<file path="config.mk">
export PLATFORM = sky130hd
export DESIGN_NAME = ata_pio_engine
export DESIGN_NICKNAME = d
export VERILOG_FILES = /design/src/rtl/ata_pio_pkg.sv /design/src/rtl/ata_wait_timer.sv /design/src/rtl/ata_status_decode.sv /design/src/rtl/ata_pio_engine.sv
export SDC_FILE = /design/constraint.sdc
export NUM_CORES = 1
export LEC_CHECK = 0
export BUFFER_PORTS_ARGS = -buffer_cell sky130_fd_sc_hd__buf_2
export CELL_PAD_IN_SITES_DETAIL_PLACEMENT = 1
export CELL_PAD_IN_SITES_GLOBAL_PLACEMENT = 1
export CORE_MARGIN = 4
export CORE_UTILIZATION = 25
export DETAILED_ROUTE_END_ITERATION = 16
export PLACE_DENSITY_LB_ADDON = 0.1
export SYNTH_ARGS = -nofsm -noshare
export SYNTH_HDL_FRONTEND = slang
export SYNTH_SLANG_ARGS = --single-unit
</file>
<file path="constraint.sdc">
create_clock -name clk -period 1.8 [get_ports clk]
set_clock_uncertainty 0.15 [all_clocks]
set_input_delay 0.09 -clock clk [delete_from_list [all_inputs] [get_ports clk]]
set_output_delay 0.09 -clock clk [all_outputs]
set_load 0.005 [all_outputs]
</file>
<file path="src/rtl/ata_pio_pkg.sv">
package ata_pio_pkg;
  localparam logic [7:0] OP_IDENT = 8'hEC;
  localparam logic [7:0] OP_RDSEC = 8'h20;
  localparam logic [7:0] OP_WRSEC = 8'h30;

  typedef enum logic [1:0] {K_IDENT, K_READ, K_WRITE} op_kind_t;

  typedef enum logic [3:0] {
    S_IDLE, S_CNT, S_SEC, S_CMD, S_WINT, S_STAT, S_STATW,
    S_RDREQ, S_RDCAP, S_POLL, S_POLLW, S_WFETCH, S_WPUT, S_DONE
  } eng_state_t;
endpackage

</file>
<file path="src/rtl/ata_wait_timer.sv">
module ata_wait_timer #(
  parameter int LIMIT = 4096
) (
  input  logic clk,
  input  logic rst,
  input  logic run,
  output logic expired
);
  localparam int CW = $clog2(LIMIT + 1);
  logic [CW-1:0] count;

  always_ff @(posedge clk) begin
    if (rst || !run) count <= '0;
    else if (!expired) count <= count + 1'b1;
  end

  assign expired = (count == CW'(LIMIT));
endmodule

</file>
<file path="src/rtl/ata_status_decode.sv">
module ata_status_decode (
  input  logic [7:0] status,
  output logic       drq_ready,
  output logic       fault
);
  localparam int B_ERR = 0;
  localparam int B_DRQ = 3;
  localparam int B_BSY = 7;

  always_comb begin
    drq_ready = status[B_DRQ] & ~status[B_BSY];
    fault     = status[B_ERR] | status[B_BSY];
  end
endmodule

</file>
<file path="src/rtl/ata_pio_engine.sv">
module ata_pio_engine
  import ata_pio_pkg::*;
#(
  parameter int ADDR_W      = 5,
  parameter int DATA_W      = 16,
  parameter int WORDS       = 256,
  parameter int TIMEOUT_CYC = 4096,
  parameter logic [ADDR_W-1:0] REG_DATA    = ADDR_W'(0),
  parameter logic [ADDR_W-1:0] REG_COUNT   = ADDR_W'(9),
  parameter logic [ADDR_W-1:0] REG_SECTOR  = ADDR_W'(11),
  parameter logic [ADDR_W-1:0] REG_CMDSTAT = ADDR_W'(29),
  localparam int WIDX_W = $clog2(WORDS)
) (
  input  logic              clk,
  input  logic              rst,
  input  logic              cmd_valid,
  input  logic [7:0]        cmd_code,
  input  logic [7:0]        cmd_sector,
  output logic              busy,
  output logic              done,
  output logic              error,
  output logic              timed_out,
  output logic [ADDR_W-1:0] dev_addr,
  output logic [DATA_W-1:0] dev_wdata,
  output logic              dev_wr,
  output logic              dev_rd,
  input  logic [DATA_W-1:0] dev_rdata,
  input  logic              dev_intrq_n,
  output logic              buf_we,
  output logic [WIDX_W-1:0] buf_waddr,
  output logic [DATA_W-1:0] buf_wdata,
  output logic [WIDX_W-1:0] buf_raddr,
  input  logic [DATA_W-1:0] buf_rdata
);
  localparam logic [WIDX_W-1:0] LAST = WIDX_W'(WORDS - 1);

  eng_state_t        state;
  op_kind_t          kind;
  logic [7:0]        code_q;
  logic [7:0]        sec_q;
  logic [WIDX_W-1:0] widx;
  logic              waiting;
  logic              expired;
  logic              st_drq;
  logic              st_fault;

  assign waiting   = (state == S_WINT) || (state == S_POLL) || (state == S_POLLW);
  assign buf_raddr = widx;

  ata_wait_timer #(.LIMIT(TIMEOUT_CYC)) u_timer (
    .clk     (clk),
    .rst     (rst),
    .run     (waiting),
    .expired (expired)
  );

  ata_status_decode u_stat (
    .status    (dev_rdata[7:0]),
    .drq_ready (st_drq),
    .fault     (st_fault)
  );

  always_ff @(posedge clk) begin
    if (rst) begin
      state     <= S_IDLE;
      kind      <= K_IDENT;
      code_q    <= '0;
      sec_q     <= '0;
      widx      <= '0;
      busy      <= 1'b0;
      done      <= 1'b0;
      error     <= 1'b0;
      timed_out <= 1'b0;
      dev_addr  <= '0;
      dev_wdata <= '0;
      dev_wr    <= 1'b0;
      dev_rd    <= 1'b0;
      buf_we    <= 1'b0;
      buf_waddr <= '0;
      buf_wdata <= '0;
    end else begin
      dev_wr <= 1'b0;
      dev_rd <= 1'b0;
      buf_we <= 1'b0;
      done   <= 1'b0;
      case (state)
        S_IDLE: begin
          if (cmd_valid) begin
            busy      <= 1'b1;
            error     <= 1'b0;
            timed_out <= 1'b0;
            code_q    <= cmd_code;
            sec_q     <= cmd_sector;
            widx      <= '0;
            case (cmd_code)
              OP_IDENT: begin kind <= K_IDENT; state <= S_CMD; end
              OP_RDSEC: begin kind <= K_READ;  state <= S_CNT; end
              OP_WRSEC: begin kind <= K_WRITE; state <= S_CNT; end
              default:  begin error <= 1'b1;   state <= S_DONE; end
            endcase
          end
        end
        S_CNT: begin
          dev_addr  <= REG_COUNT;
          dev_wdata <= DATA_W'(1);
          dev_wr    <= 1'b1;
          state     <= S_SEC;
        end
        S_SEC: begin
          dev_addr  <= REG_SECTOR;
          dev_wdata <= DATA_W'(sec_q);
          dev_wr    <= 1'b1;
          state     <= S_CMD;
        end
        S_CMD: begin
          dev_addr  <= REG_CMDSTAT;
          dev_wdata <= DATA_W'(code_q);
          dev_wr    <= 1'b1;
          state     <= (kind == K_WRITE) ? S_POLL : S_WINT;
        end
        S_WINT: begin
          if (!dev_intrq_n) state <= S_STAT;
          else if (expired) begin
            error     <= 1'b1;
            timed_out <= 1'b1;
            state     <= S_DONE;
          end
        end
        S_STAT: begin
          dev_addr <= REG_CMDSTAT;
          dev_rd   <= 1'b1;
          state    <= S_STATW;
        end
        S_STATW: begin
          if (st_fault) error <= 1'b1;
          state <= (kind == K_WRITE) ? S_DONE : S_RDREQ;
        end
        S_RDREQ: begin
          dev_addr <= REG_DATA;
          dev_rd   <= 1'b1;
          state    <= S_RDCAP;
        end
        S_RDCAP: begin
          buf_we    <= 1'b1;
          buf_waddr <= widx;
          buf_wdata <= dev_rdata;
          widx      <= widx + 1'b1;
          state     <= (widx == LAST) ? S_DONE : S_RDREQ;
        end
        S_POLL: begin
          dev_addr <= REG_CMDSTAT;
          dev_rd   <= 1'b1;
          state    <= S_POLLW;
        end
        S_POLLW: begin
          if (st_drq) state <= S_WFETCH;
          else if (expired) begin
            error     <= 1'b1;
            timed_out <= 1'b1;
            state     <= S_DONE;
          end else state <= S_POLL;
        end
        S_WFETCH: state <= S_WPUT;
        S_WPUT: begin
          dev_addr  <= REG_DATA;
          dev_wdata <= buf_rdata;
          dev_wr    <= 1'b1;
          widx      <= widx + 1'b1;
          state     <= (widx == LAST) ? S_WINT : S_WFETCH;
        end
        S_DONE: begin
          done  <= 1'b1;
          busy  <= 1'b0;
          state <= S_IDLE;
        end
        default: state <= S_IDLE;
      endcase
    end
  end
endmodule

</file>
==> summary.md, run 1 <==
| Metric | Value |
|---|---|
| Layout Cells excl Fill | `~890` |
| Clock sink total | `93` |
| PwrDens | `1260 mW/mm²` |
| Initial antenna violation count | `1` |
| CP startpoint | `u_timer.count[1]` |
| Chip Height | `134 µm` |
| Critical path class | `reg2reg` |
| Count of cell types in the netlist | `between 50 and 60` |
| Post-DRT Antenna Nets | `0` |
| Post-layout nets | `733` |
| CP Data Required Time | `~1.9 ns` |
| Multi-input gate area | `0.00203 mm²` |
| Max Clk Rate | `0.566 GHz` |
| Final setup viols | `0` |
| Hold Startpoint | `cmd_valid` |
| Row cnt | `45` |
| Post-synth design cell area | `~0.0040 mm²` |
| Layout cells sized above 1 | `0.317` |
| Worst Setup End Kind | `flop` |
| Largest fanout on the critical path | `3` |
| Hpwl dp | `9690 µm` |
| I/O pins | `between 100 and 150` |
| Max-cap violations | `0` |
| Htree depth | `3` |
| Layout fillers | `roughly 1800` |
| Syn_area_per_cell | `8.21 µm²` |
| Worst path slowest cell | `dfxtp_2` |
| Relative slew slack | `0.681` |
| First-pass detailed-route iteration total | `4` |
| Yosys reg bits | `93` |
| First-pass GRT wire length | `21700 µm` |
| Vias/cell | `4.66` |
| Overall die area | `0.0179 mm²` |
| Cells after DPL | `824` |
| Initial Util | `0.258` |
| Final WS setup | `~0.034 ns` |
| Synth async-reset ratio | `0` |
| First-iteration detailed-routing DRC count | `between 100 and 150` |
| CTS max path bufs | `2` |
| Worst-margin pin slew | `0.473 ns` |
| TritonCTS clock tree | `built` |
| Period utilization | `0.981` |
| Clk_lat worst skew | `0.34 ns` |
| Final Max Tran Viols | `0` |
| N_diodes | `0` |
| Final-report hold violation count | `0` |
| Core ar. | `between 0.015 and 0.02 mm²` |
| Leakage | `2.43 nW` |
| Clock root buffer master | `clkbuf_16` |
| Port buffer count | `111` |
| Seq. cell area | `0.00187 mm²` |
| Dpl ws | `-0.133 ns` |
| Vias in the first global route | `4281` |
| Worst min-delay path category | `in2reg` |
| Clock transition at path regs | `0.06 ns` |
| WP data arrival | `about 1.9 ns` |
| CP max stage delay | `0.32 ns` |
| Vias | `around 4200` |
| Max VDD drop | `0.000591 V` |
| Largest net degree at the start of global routing | `37` |
| GR Util All Layers | `0.152` |
| Startpoint types | `flop` |
| Number of flops mapped to enable cells by yosys | `0` |
| Sequential area share after synthesis | `0.469` |
| Residual DRC | `0` |
| Post-Synthesis Cells | `483` |
| Grt ovf | `0` |
| Synthesis Warnings | `0` |
| Die span in x | `between 100 and 150 µm` |
| CTS Buf Count | `9` |
| Drt wl/cell | `15.1 µm` |
| CP Cell Sequence | `inv_2 -> ha_4 -> nor4b_4 -> nand3_2 -> and4_1 -> or2_4 -> a31oi_4` |
| Clock period minus worst slack | `1.77 ns` |
| Area Overhead vs Synth | `50.9%` |
| Unrepaired setup endpoints after global routing | `yes` |
| Final wirelength | `13500 µm` |
| Status | `finished clean` |
| GPL Wtd Cong | `0.788` |
| Top_reg_cell synth | `dfxtp_1` |
| Synthesized Nets | `538` |
| FF-to-FF Start | `u_timer.count[1]` |
## flip-flops by register name (all words and copies together) (netlist names)
| register | count |
|---|---|
| kind | 2 |
| dev_wdata | 16 |
| state | 4 |
| code_q | 8 |
| dev_rd | 1 |
| busy | 1 |
| buf_waddr | 8 |
| buf_raddr | 8 |
| dev_wr | 1 |
| u_timer.count | 13 |
| done | 1 |
| sec_q | 8 |
| buf_wdata | 16 |
| buf_we | 1 |
| dev_addr | 3 |
| error | 1 |
| timed_out | 1 |
## power breakdown
part	internal [mW]	switching [mW]	leakage, nW
clock	1.18	0.763	0.148
sequential	2.37	0.244	0.757
combinational	1.35	1.66	1.53
## cell usage after synthesis, drive strengths merged (2+ instances only)
cell type,count,area share
nand2,103,0.097
dfxtp,93,0.47
a21oi,65,0.085
nor2,50,0.051
buf,15,0.021
clkbuf,13,0.012
nor3,13,0.018
nand3,12,0.016
a22oi,11,0.021
xor2,11,0.024
inv,10,0.0095
a222oi,7,0.018
nand2b,7,0.011
nand4,7,0.011
o21ai,7,0.0088
xnor2,6,0.013
nor2b,4,0.0063
nor4,4,0.0095
and3,3,0.0047
ha,3,0.0095
nor3b,3,0.0069
o22ai,3,0.0047
or3,3,0.0047
a2111oi,2,0.0044
a211oi,2,0.0038
a311oi,2,0.0044
a31oi,2,0.0047
a32oi,2,0.0044
mux2i,2,0.0050
nor4b,2,0.0076
or2,2,0.0038
or4,2,0.0038
## path summary, 6_finish.rpt
check | endpoint | slack [ns] | cells after the start
max | state[3] | 0.03 | 7
min | kind[0] | 0.1 | 5
max reg2reg | state[3] | 0.03 | 7
min reg2reg | buf_wdata[15] | 0.30 | 2
## per-layer routing
metal  routed length, µm  global-route usage  vias up  part of all wire
met3                 609              0.0356       19             0.045
li1                    -                   -     2065                 -
met2                6840               0.275       94              0.51
met4                 197              0.0446        2             0.015
met5                   7                   0        -           0.00052
met1                5820               0.178     1976              0.43
## metrics by stage
stage / utilization / hold WS [ns] / power [mW] / TNS [ns] / area, µm²
after global routing: 0.389 / 0.128 / 8.08 / -0.127 / 5990
after detailed placement: 0.327 / 0.189 / 5.34 / -0.881 / 5030
final: 0.389 / 0.0969 / 7.56 / 0 / 5990
after CTS: 0.381 / 0.0732 / 7.48 / 0 / 5850
after floorplan: - / 0.0297 / 4.15 / 0 / 3970
after global placement: 0.327 / 0.182 / 5.29 / -0.549 / 5030
## cell type report
class	instances	area share
clock buffer	13	0.0451
tap	211	0.0441
timing repair buffer	212	0.247
clock inverter	1	0.00502
sequential	93	0.313
multi-input combinational	352	0.339
inverter	10	0.00627
## placed cells by master (no fill, tap or decap), types with 4 or more instances in the layout
cell type,Yosys,layout
inv_2,2,4
nor3_1,12,11
a21oi_1,62,62
clkbuf_16,0,9
nand2_1,103,103
dlygate4sd3_1,0,49
buf_4,4,47
o21ai_0,6,6
nor2_1,46,42
xor2_1,11,11
dfxtp_1,93,87
dfxtp_2,0,4
nor2_2,3,5
inv_1,8,6
nand4_1,7,7
buf_2,11,111
nand3_1,11,11
a222oi_1,7,7
a22oi_1,11,11
nand2b_1,7,6
xnor2_1,6,6
## timing repair
item                       4_1_cts  5_1_grt
hold endpoints to repair        54        0
buffers inserted                 0        5
setup endpoints to repair       20       45
hold buffers                    49        0
resized for setup                8       23
pin swaps                        2        9
## critical path: cells and delay by family (launching register included)
kind	cells	cell delay, ns
simple gates	4	0.88
flops	1	0.32
compound gates	1	0.14
fa+ha+maj	1	0.13
buf+inv	1	0.08
## kinds of logic (layout without fill, tap and decap cells)
logic type	count (synthesis)	in the layout	share of synthesized area
buffers and inverters	38	236	0.0432
adder cells (fa/ha/maj)	3	3	0.00946
AO/OA/AOI/OAI	110	110	0.173
AND/OR/NAND/NOR	220	220	0.262
XOR/XNOR	17	17	0.0375
multiplexers	2	2	0.00505
flip-flops	93	93	0.469
Note: power is estimated with default switching activity, not from simulation.
==> run 2: changes to the inputs <==
Settings changed: SYNTH_HIERARCHICAL from default to 1.
==> run 2 against run 1 <==
Worst setup slack worse by 0.20 ns. Highest routed layer is now met4. The flow now finishes with violations (hold timing, setup timing). First-iteration DRC count increased by 18%. Critical path depth decreased by 1. Utilization down 0.65 points. Non-clock buffer count up 16. Maximum frequency shrank 10%. Routed wire length rose by 4.7%. Final area grew 5.3%. Sequential power hardly changed. Clock power up 13%. Final cell count up 3.8%. Combinational power down 10%.
==> summary.md, run 2 <==
| Metric | Value |
|---|---|
| Post-DRT Antenna Nets | `0 (unchanged)` |
| Final wirelength | `14100 µm (was 13500 µm)` |
| GRT busiest layer | `met2 (unchanged)` |
| Most frequent cells in the layout | `buf_2, nand2_1, dfxtp_1 (unchanged)` |
| Startpoint types | `flop (unchanged)` |
| First-pass detailed-route iteration total | `4 (unchanged)` |
| Leakage | `2.63 nW (was 2.43 nW)` |
| Synthesis Warnings | `6 (was 0)` |
| Most frequent cell after synthesis | `nand2_1 (unchanged)` |
| Core ar. | `0.0165 mm² (was 0.0154 mm²)` |
| Post-synth design cell area | `0.00418 mm² (was 0.00397 mm²)` |
| Hold Startpoint | `cmd_code[2] (was cmd_valid)` |
| Final WS setup | `-0.166 ns (was 0.0344 ns)` |
| Layout cells sized above 1 | `0.331 (was 0.317)` |
| GR Util All Layers | `0.151 (was 0.152)` |
| Worst-margin pin slew | `0.429 ns (was 0.473 ns)` |
| Cells after DPL | `860 (was 824)` |
| Hold Crit Endpoint | `kind[1] (was kind[0])` |
| Clock transition at path regs | `0.07 ns (was 0.06 ns)` |
| Largest net degree at the start of global routing | `34 (was 37)` |
| Residual DRC | `0 (unchanged)` |
| Count of cell types in the netlist | `62 (was 56)` |
| Largest cells by area after synthesis | `dfxtp_1, nand2_1, a21oi_1 (unchanged)` |
| I/O pins | `112 (unchanged)` |
| Overall die area | `0.0189 mm² (was 0.0179 mm²)` |
| Total Power | `7.49 mW (was 7.56 mW)` |
| Clock power frac | `0.293 (was 0.256)` |
| Post-Synthesis Cells | `498 (was 483)` |
| Psw | `2.49 mW (was 2.66 mW)` |
| Worst reg2reg path depth | `6 (was 7)` |
| Max Clk Rate | `0.509 GHz (was 0.566 GHz)` |
| FF-to-FF Start | `u_timer/count[11] (was u_timer.count[1])` |
| Final-report hold violation count | `1 (was 0)` |
| Vias in the first global route | `4436 (was 4281)` |
| First-iteration detailed-routing DRC count | `159 (was 135)` |
| Final Max Tran Viols | `0 (unchanged)` |
| CTS Buf Count | `9 (unchanged)` |
| Clock root buffer master | `clkbuf_16 (unchanged)` |
| TritonCTS clock tree | `built (unchanged)` |
| Vias | `4367 (was 4156)` |
| Internal Power | `5.00 mW (was 4.89 mW)` |
| Die span in x | `137 µm (was 134 µm)` |
| CTS max path bufs | `2 (unchanged)` |
| Largest fanout on the critical path | `3 (unchanged)` |
| Worst Setup End Kind | `flop (unchanged)` |
| Number of flops mapped to enable cells by yosys | `0 (unchanged)` |
| Period utilization | `1.09 (was 0.981)` |
| Cell taking the most area after synthesis | `dfxtp_1 (unchanged)` |
| Synth top area share | `0.445 (was 0.469)` |
| Drt wl/cell | `15.2 µm (was 15.1 µm)` |
| Yosys reg bits | `93 (unchanged)` |
| Post-synth top cells | `nand2_1, dfxtp_1, a21oi_1 (unchanged)` |
| Hpwl dp | `10300 µm (was 9690 µm)` |
| Final setup viols | `3 (was 0)` |
| Top flop regs | `buf_wdata: 16 flops, dev_wdata: 16 flops, u_timer/count: 13 flops (was buf_wdata: 16 flops, dev_wdata: 16 flops, u_timer.count: 13 flops)` |
| Initial Util | `0.254 (was 0.258)` |
| Post-layout nets | `757 (was 733)` |
| Grt ovf | `0 (unchanged)` |
| Clock period minus worst slack | `1.97 ns (was 1.77 ns)` |
| Most common cell after layout, fill and taps aside | `buf_2 (unchanged)` |
| Sw Share | `0.333 (was 0.352)` |
| Layout fillers | `1994 (was 1840)` |
| Max VDD drop | `0.000470 V (was 0.000591 V)` |
| Sequential power share | `0.347 (was 0.345)` |
| Max-cap violations | `0 (unchanged)` |
| Area Overhead vs Synth | `50.8% (was 50.9%)` |
| Synth async-reset ratio | `0 (unchanged)` |
| Worst min-delay path category | `in2reg (unchanged)` |
| GPL Wtd Cong | `0.785 (was 0.788)` |
| Hold depth | `4 (was 5)` |
| Clock sink total | `93 (unchanged)` |
| Failing checks | `hold timing, setup timing` |
| Met3 usage | `0.0285 (was 0.0356)` |
| WP data arrival | `2.08 ns (was 1.88 ns)` |
| CP Data Required Time | `1.92 ns (about the same)` |
| First-pass GRT wire length | `22400 µm (was 21700 µm)` |
| Htree depth | `3 (unchanged)` |
| Critical path class | `reg2reg (unchanged)` |
| Seq. cell area | `0.00187 mm² (about the same)` |
| Met2 GRT Util | `0.257 (was 0.275)` |
| Layout Cells excl Fill | `926 (was 892)` |
| FF-to-FF setup slack | `-0.17 ns (was 0.03 ns)` |
| Unrepaired setup endpoints after global routing | `yes (unchanged)` |
| Setup TNS | `-0.446 ns (was 0 ns)` |
| Synthesized Nets | `553 (was 538)` |
| Dpl ws | `-0.169 ns (was -0.133 ns)` |
| Port buffer count | `111 (unchanged)` |
| Top_reg_cell synth | `dfxtp_1 (unchanged)` |
| N_diodes | `0 (unchanged)` |
| Power share of the combinational group | `0.360 (was 0.398)` |
| Syn_area_per_cell | `8.40 µm² (was 8.21 µm²)` |
| WHS | `-0.0159 ns (was 0.0969 ns)` |
| Status | `complete, but fails checks (was finished clean)` |
| Vias/cell | `4.72 (was 4.66)` |
| Chip Height | `137 µm (was 134 µm)` |
| Worst r2r dst | `state[3] (unchanged)` |
| Initial antenna violation count | `0 (was 1)` |
| Sequential area share after synthesis | `0.445 (was 0.469)` |
| Multi-input gate area | `0.00219 mm² (was 0.00203 mm²)` |
| Clk_lat worst skew | `0.35 ns (was 0.34 ns)` |
| Row cnt | `47 (was 45)` |
| Met1 usage | `0.190 (was 0.178)` |
| Relative slew slack | `0.714 (was 0.681)` |
| PwrDens | `1190 mW/mm² (was 1260 mW/mm²)` |
run 2: changes by cell type after synthesis, sizes merged, moves of 4 or more:
cell / delta
nor2: -21
o21ai: +10
mux2: +7
buf: +6
a21oi: -5
xnor2: -5
xor2: -4
run 2: cell families (layout without fill, tap and decap cells):
| family | after synthesis | count (layout) | synth area share |
|---|---|---|---|
| buffers and inverters | 48 | 256 | 0.0553 |
| and+or+nand+nor | 212 | 212 | 0.258 |
| adders and majority gates | 3 | 3 | 0.00897 |
| AOI/OAI and AO/OA | 123 | 123 | 0.187 |
| DFF | 93 | 93 | 0.445 |
| xor gates and xnor gates | 8 | 8 | 0.0168 |
| muxes | 11 | 11 | 0.0284 |
run 2: through the flow:
stage           util  cell area [µm²]
2_1_floorplan      -             4210
3_3_place_gp   0.326             5370
3_5_place_dp   0.326             5370
4_1_cts        0.379             6240
5_1_grt        0.383             6310
6_report       0.383             6310
run 2: critical path: stages, from the launching register on:
cell and delay (ns):
dfxtp_2 0.34, nor4_4 0.28, buf_4 0.15, and3_4 0.18, and4b_1 0.20, or4_4 0.44
a41oi_2 0.16
run 2: power by group through the flow:
stage / logic [mW] / clock network [mW] / registers [mW]
finish: 2.70 / 2.19 / 2.60
global route: 3.00 / 2.36 / 2.64
CTS: 2.72 / 2.27 / 2.59
detailed placement: 2.59 / 0 / 2.63
global placement: 2.56 / 0 / 2.62
floorplan: 1.51 / 0 / 2.57
run 2: timing repair:
item / in CTS / in global routing
pin swaps: 4 / 5
setup endpoints to repair: 46 / 67
setup buffers: 0 / 1
resized for setup: 7 / 15
hold buffers: 50 / 0
hold endpoints to repair: 51 / 0
run 2: worst max-delay path by stage:
stage,startpoint,to,slack [ns],depth (start not counted)
final,u_timer/count[11],state[3],-0.17,6
after global routing,u_timer/count[11],state[1],-0.22,6
after CTS,u_timer/count[11],state[3],-0.16,6
after detailed placement,u_timer/count[8],state[3],-0.17,6
after global placement,state[1],state[3],-0.16,6
after floorplan,u_timer/count[0],state[3],-0.11,8
run 2: cell type report:
class | instances | share of cell area
Multi-Input combinational cell | 357 | 0.347
Sequential cell | 93 | 0.297
Clock buffer | 9 | 0.0357
Clock inverter | 6 | 0.0177
Tap cell | 220 | 0.0437
Inverter | 13 | 0.00774
Timing Repair Buffer | 228 | 0.251
run 2: per-layer routing:
| layer | wire [µm] | vias to the layer above |
|---|---|---|
| met5 | 0 | - |
| met4 | 185 | 0 |
| met3 | 520 | 12 |
| met2 | 6930 | 84 |
| met1 | 6460 | 2113 |
| li1 | - | 2158 |
==> run 3: changes to the inputs <==
Settings changed: REMOVE_ABC_BUFFERS from default to 1.
==> run 3 against run 2 <==
The flow finishes with violations (setup timing). Highest routed layer unchanged. Largest power group unchanged. Sequential power about the same. Utilization barely moved. Flip-flop and latch count is the same. Largest cell class unchanged. Global-route usage is 0.39 points higher.
==> summary.md, run 3 (synthesized netlist as in run 2, its figures left out) <==
| Metric | Value |
|---|---|
| Vias | `4330 (was 4367)` |
| Cells after DPL | `859 (was 860)` |
| Final Max Tran Viols | `0 (unchanged)` |
| Internal Power | `4.94 mW (was 5.00 mW)` |
| CP Cell Sequence | `inv_2 -> ha_4 -> nor4b_4 -> and3_4 -> and4b_1 -> or4_4 -> a41oi_2 (was nor4_4 -> buf_4 -> and3_4 -> and4b_1 -> or4_4 -> a41oi_2)` |
| N_diodes | `0 (unchanged)` |
| Post-layout nets | `756 (was 757)` |
| Post-DRT Antenna Nets | `0 (unchanged)` |
| PwrDens | `1180 mW/mm² (was 1190 mW/mm²)` |
| GRT busiest layer | `met2 (unchanged)` |
| First-pass GRT wire length | `23100 µm (was 22400 µm)` |
| Critical path class | `reg2reg (unchanged)` |
| CTS max path bufs | `2 (unchanged)` |
| Largest net degree at the start of global routing | `75 (was 34)` |
| Met2 GRT Util | `0.275 (was 0.257)` |
| Layout Cells excl Fill | `924 (was 926)` |
| GR Util All Layers | `0.155 (was 0.151)` |
| Area Overhead vs Synth | `50.6% (was 50.8%)` |
| Clock root buffer master | `clkbuf_16 (unchanged)` |
| Met1 usage | `0.192 (was 0.190)` |
| Core Util, Final | `0.383 (about the same)` |
| Leakage | `2.63 nW (about the same)` |
| Max VDD drop | `0.000566 V (was 0.000470 V)` |
| Max Clk Rate | `0.507 GHz (was 0.509 GHz)` |
| Unrepaired setup endpoints after global routing | `yes (unchanged)` |
| Max-cap violations | `0 (unchanged)` |
| Final setup viols | `4 (was 3)` |
| First-pass detailed-route iteration total | `4 (unchanged)` |
| Met3 usage | `0.0263 (was 0.0285)` |
| Startpoint types | `flop (unchanged)` |
| Top flop regs | `buf_wdata: 16 flops, dev_wdata: 16 flops, u_timer/count: 13 flops (unchanged)` |
| Setup TNS | `-0.456 ns (was -0.446 ns)` |
| Worst min-delay path category | `in2reg (unchanged)` |
| Grt ovf | `0 (unchanged)` |
| Sw Share | `0.336 (was 0.333)` |
| Layout cells sized above 1 | `0.335 (was 0.331)` |
| Dpl ws | `-0.403 ns (was -0.169 ns)` |
| Worst Setup End Kind | `flop (unchanged)` |
| Htree depth | `3 (unchanged)` |
| Initial antenna violation count | `0 (unchanged)` |
| Initial Util | `0.254 (unchanged)` |
| Overall die area | `0.0189 mm² (unchanged)` |
| GPL Wtd Cong | `0.822 (was 0.785)` |
| CP max stage delay | `0.44 ns (about the same)` |
| TritonCTS clock tree | `built (unchanged)` |
| CTS Buf Count | `9 (unchanged)` |
| Vias/cell | `4.69 (was 4.72)` |
| Worst path slowest cell | `or4_4 (unchanged)` |
| Most frequent cells in the layout | `buf_2, nand2_1, dfxtp_1 (unchanged)` |
| First-iteration detailed-routing DRC count | `172 (was 159)` |
| Clock power frac | `0.277 (was 0.293)` |
| Status | `complete, but fails checks (unchanged)` |
| WP data arrival | `2.08 ns (about the same)` |
| Clock period minus worst slack | `1.97 ns (about the same)` |
| Core ar. | `0.0165 mm² (unchanged)` |
| Psw | `2.50 mW (was 2.49 mW)` |
| Period utilization | `1.10 (was 1.09)` |
| Chip Height | `137 µm (unchanged)` |
| WHS | `0.0350 ns (was -0.0159 ns)` |
| Power share of the combinational group | `0.374 (was 0.360)` |
| Row cnt | `47 (unchanged)` |
| Worst-margin pin slew | `0.437 ns (was 0.429 ns)` |
| Vias in the first global route | `4609 (was 4436)` |
| Port buffer count | `111 (unchanged)` |
| Clock transition at path regs | `0.07 ns (about the same)` |
| Residual DRC | `0 (unchanged)` |
| Sequential power share | `0.349 (was 0.347)` |
| CP Data Required Time | `1.91 ns (was 1.92 ns)` |
| FF-to-FF setup slack | `-0.17 ns (about the same)` |
| Relative slew slack | `0.706 (was 0.714)` |
| Most common cell after layout, fill and taps aside | `buf_2 (unchanged)` |
| Final WS setup | `-0.171 ns (was -0.166 ns)` |
| Final wirelength | `14100 µm (about the same)` |
| Largest fanout on the critical path | `3 (unchanged)` |
| Final-report hold violation count | `0 (was 1)` |
| Die span in x | `137 µm (unchanged)` |
| Hpwl dp | `10200 µm (was 10300 µm)` |
| Clk_lat worst skew | `0.34 ns (was 0.35 ns)` |
| Clock sink total | `93 (unchanged)` |
| Failing checks | `setup timing (was hold timing, setup timing)` |
| I/O pins | `112 (unchanged)` |
| Drt wl/cell | `15.2 µm (about the same)` |
## run 3: cell count changes in the layout (fill, tap and decap cells not counted), sizes merged
cell / change
clkinvlp: -1
clkinv: +1
bufinv: -1
clkbuf: +1
inv: -1
dlygate4sd3: -1
## run 3: power groups by stage
stage               Clock, mW  Combinational (mW)  Sequential, mW
floorplan                   0                1.15            2.70
global placement            0                2.62            2.62
detailed placement          0                2.68            2.63
CTS                      2.14                2.80            2.59
global route             2.21                3.10            2.65
finish                   2.06                2.78            2.60
## run 3: what timing repair did
item | 4_1_cts | 5_1_grt
hold endpoints to repair | 51 | 0
setup endpoints to repair | 21 | 87
gates cloned | 0 | 0
resized for setup | 12 | 17
hold buffers | 49 | 0
buffers inserted | 0 | 2
pin swaps | 3 | 4
## run 3: final cells by class
class	instances	area, µm²
flip-flops and latches	93	1870
fillers	1948	10200
well taps	220	275
clock inverters	4	73.8
inverters	13	48.8
multi-input cells	357	2180
repair buffers	227	1610
clock buffers	10	239
## run 3: final timing paths
path	start	end	depth (start not counted)
worst max-delay path	u_timer/count[0]	state[3]	7
worst min-delay path	cmd_valid	kind[0]	4
worst max register to register	u_timer/count[0]	state[3]	7
worst min register to register	buf_wdata[13]	buf_wdata[13]	2
## run 3: layer usage
layer,part of all wire,wire [µm]
met2,0.49,6900
met3,0.039,551
met4,0.011,155
met1,0.46,6470
met5,0,0
## run 3: stage by stage
stage | power, mW | cell area, µm²
2_1_floorplan | 3.85 | 4000
3_3_place_gp | 5.24 | 5380
3_5_place_dp | 5.31 | 5380
4_1_cts | 7.54 | 6220
5_1_grt | 7.95 | 6300
6_report | 7.44 | 6300
## run 3: worst max-delay path, delay by kind of cell, from the launching register on
kind                     cells  cell delay [ns]
buffers and inverters        1             0.07
adder cells (fa/ha/maj)      1             0.13
AND/OR/NAND/NOR              4             1.06
AO/OA/AOI/OAI                1             0.17
flip-flops                   1             0.32
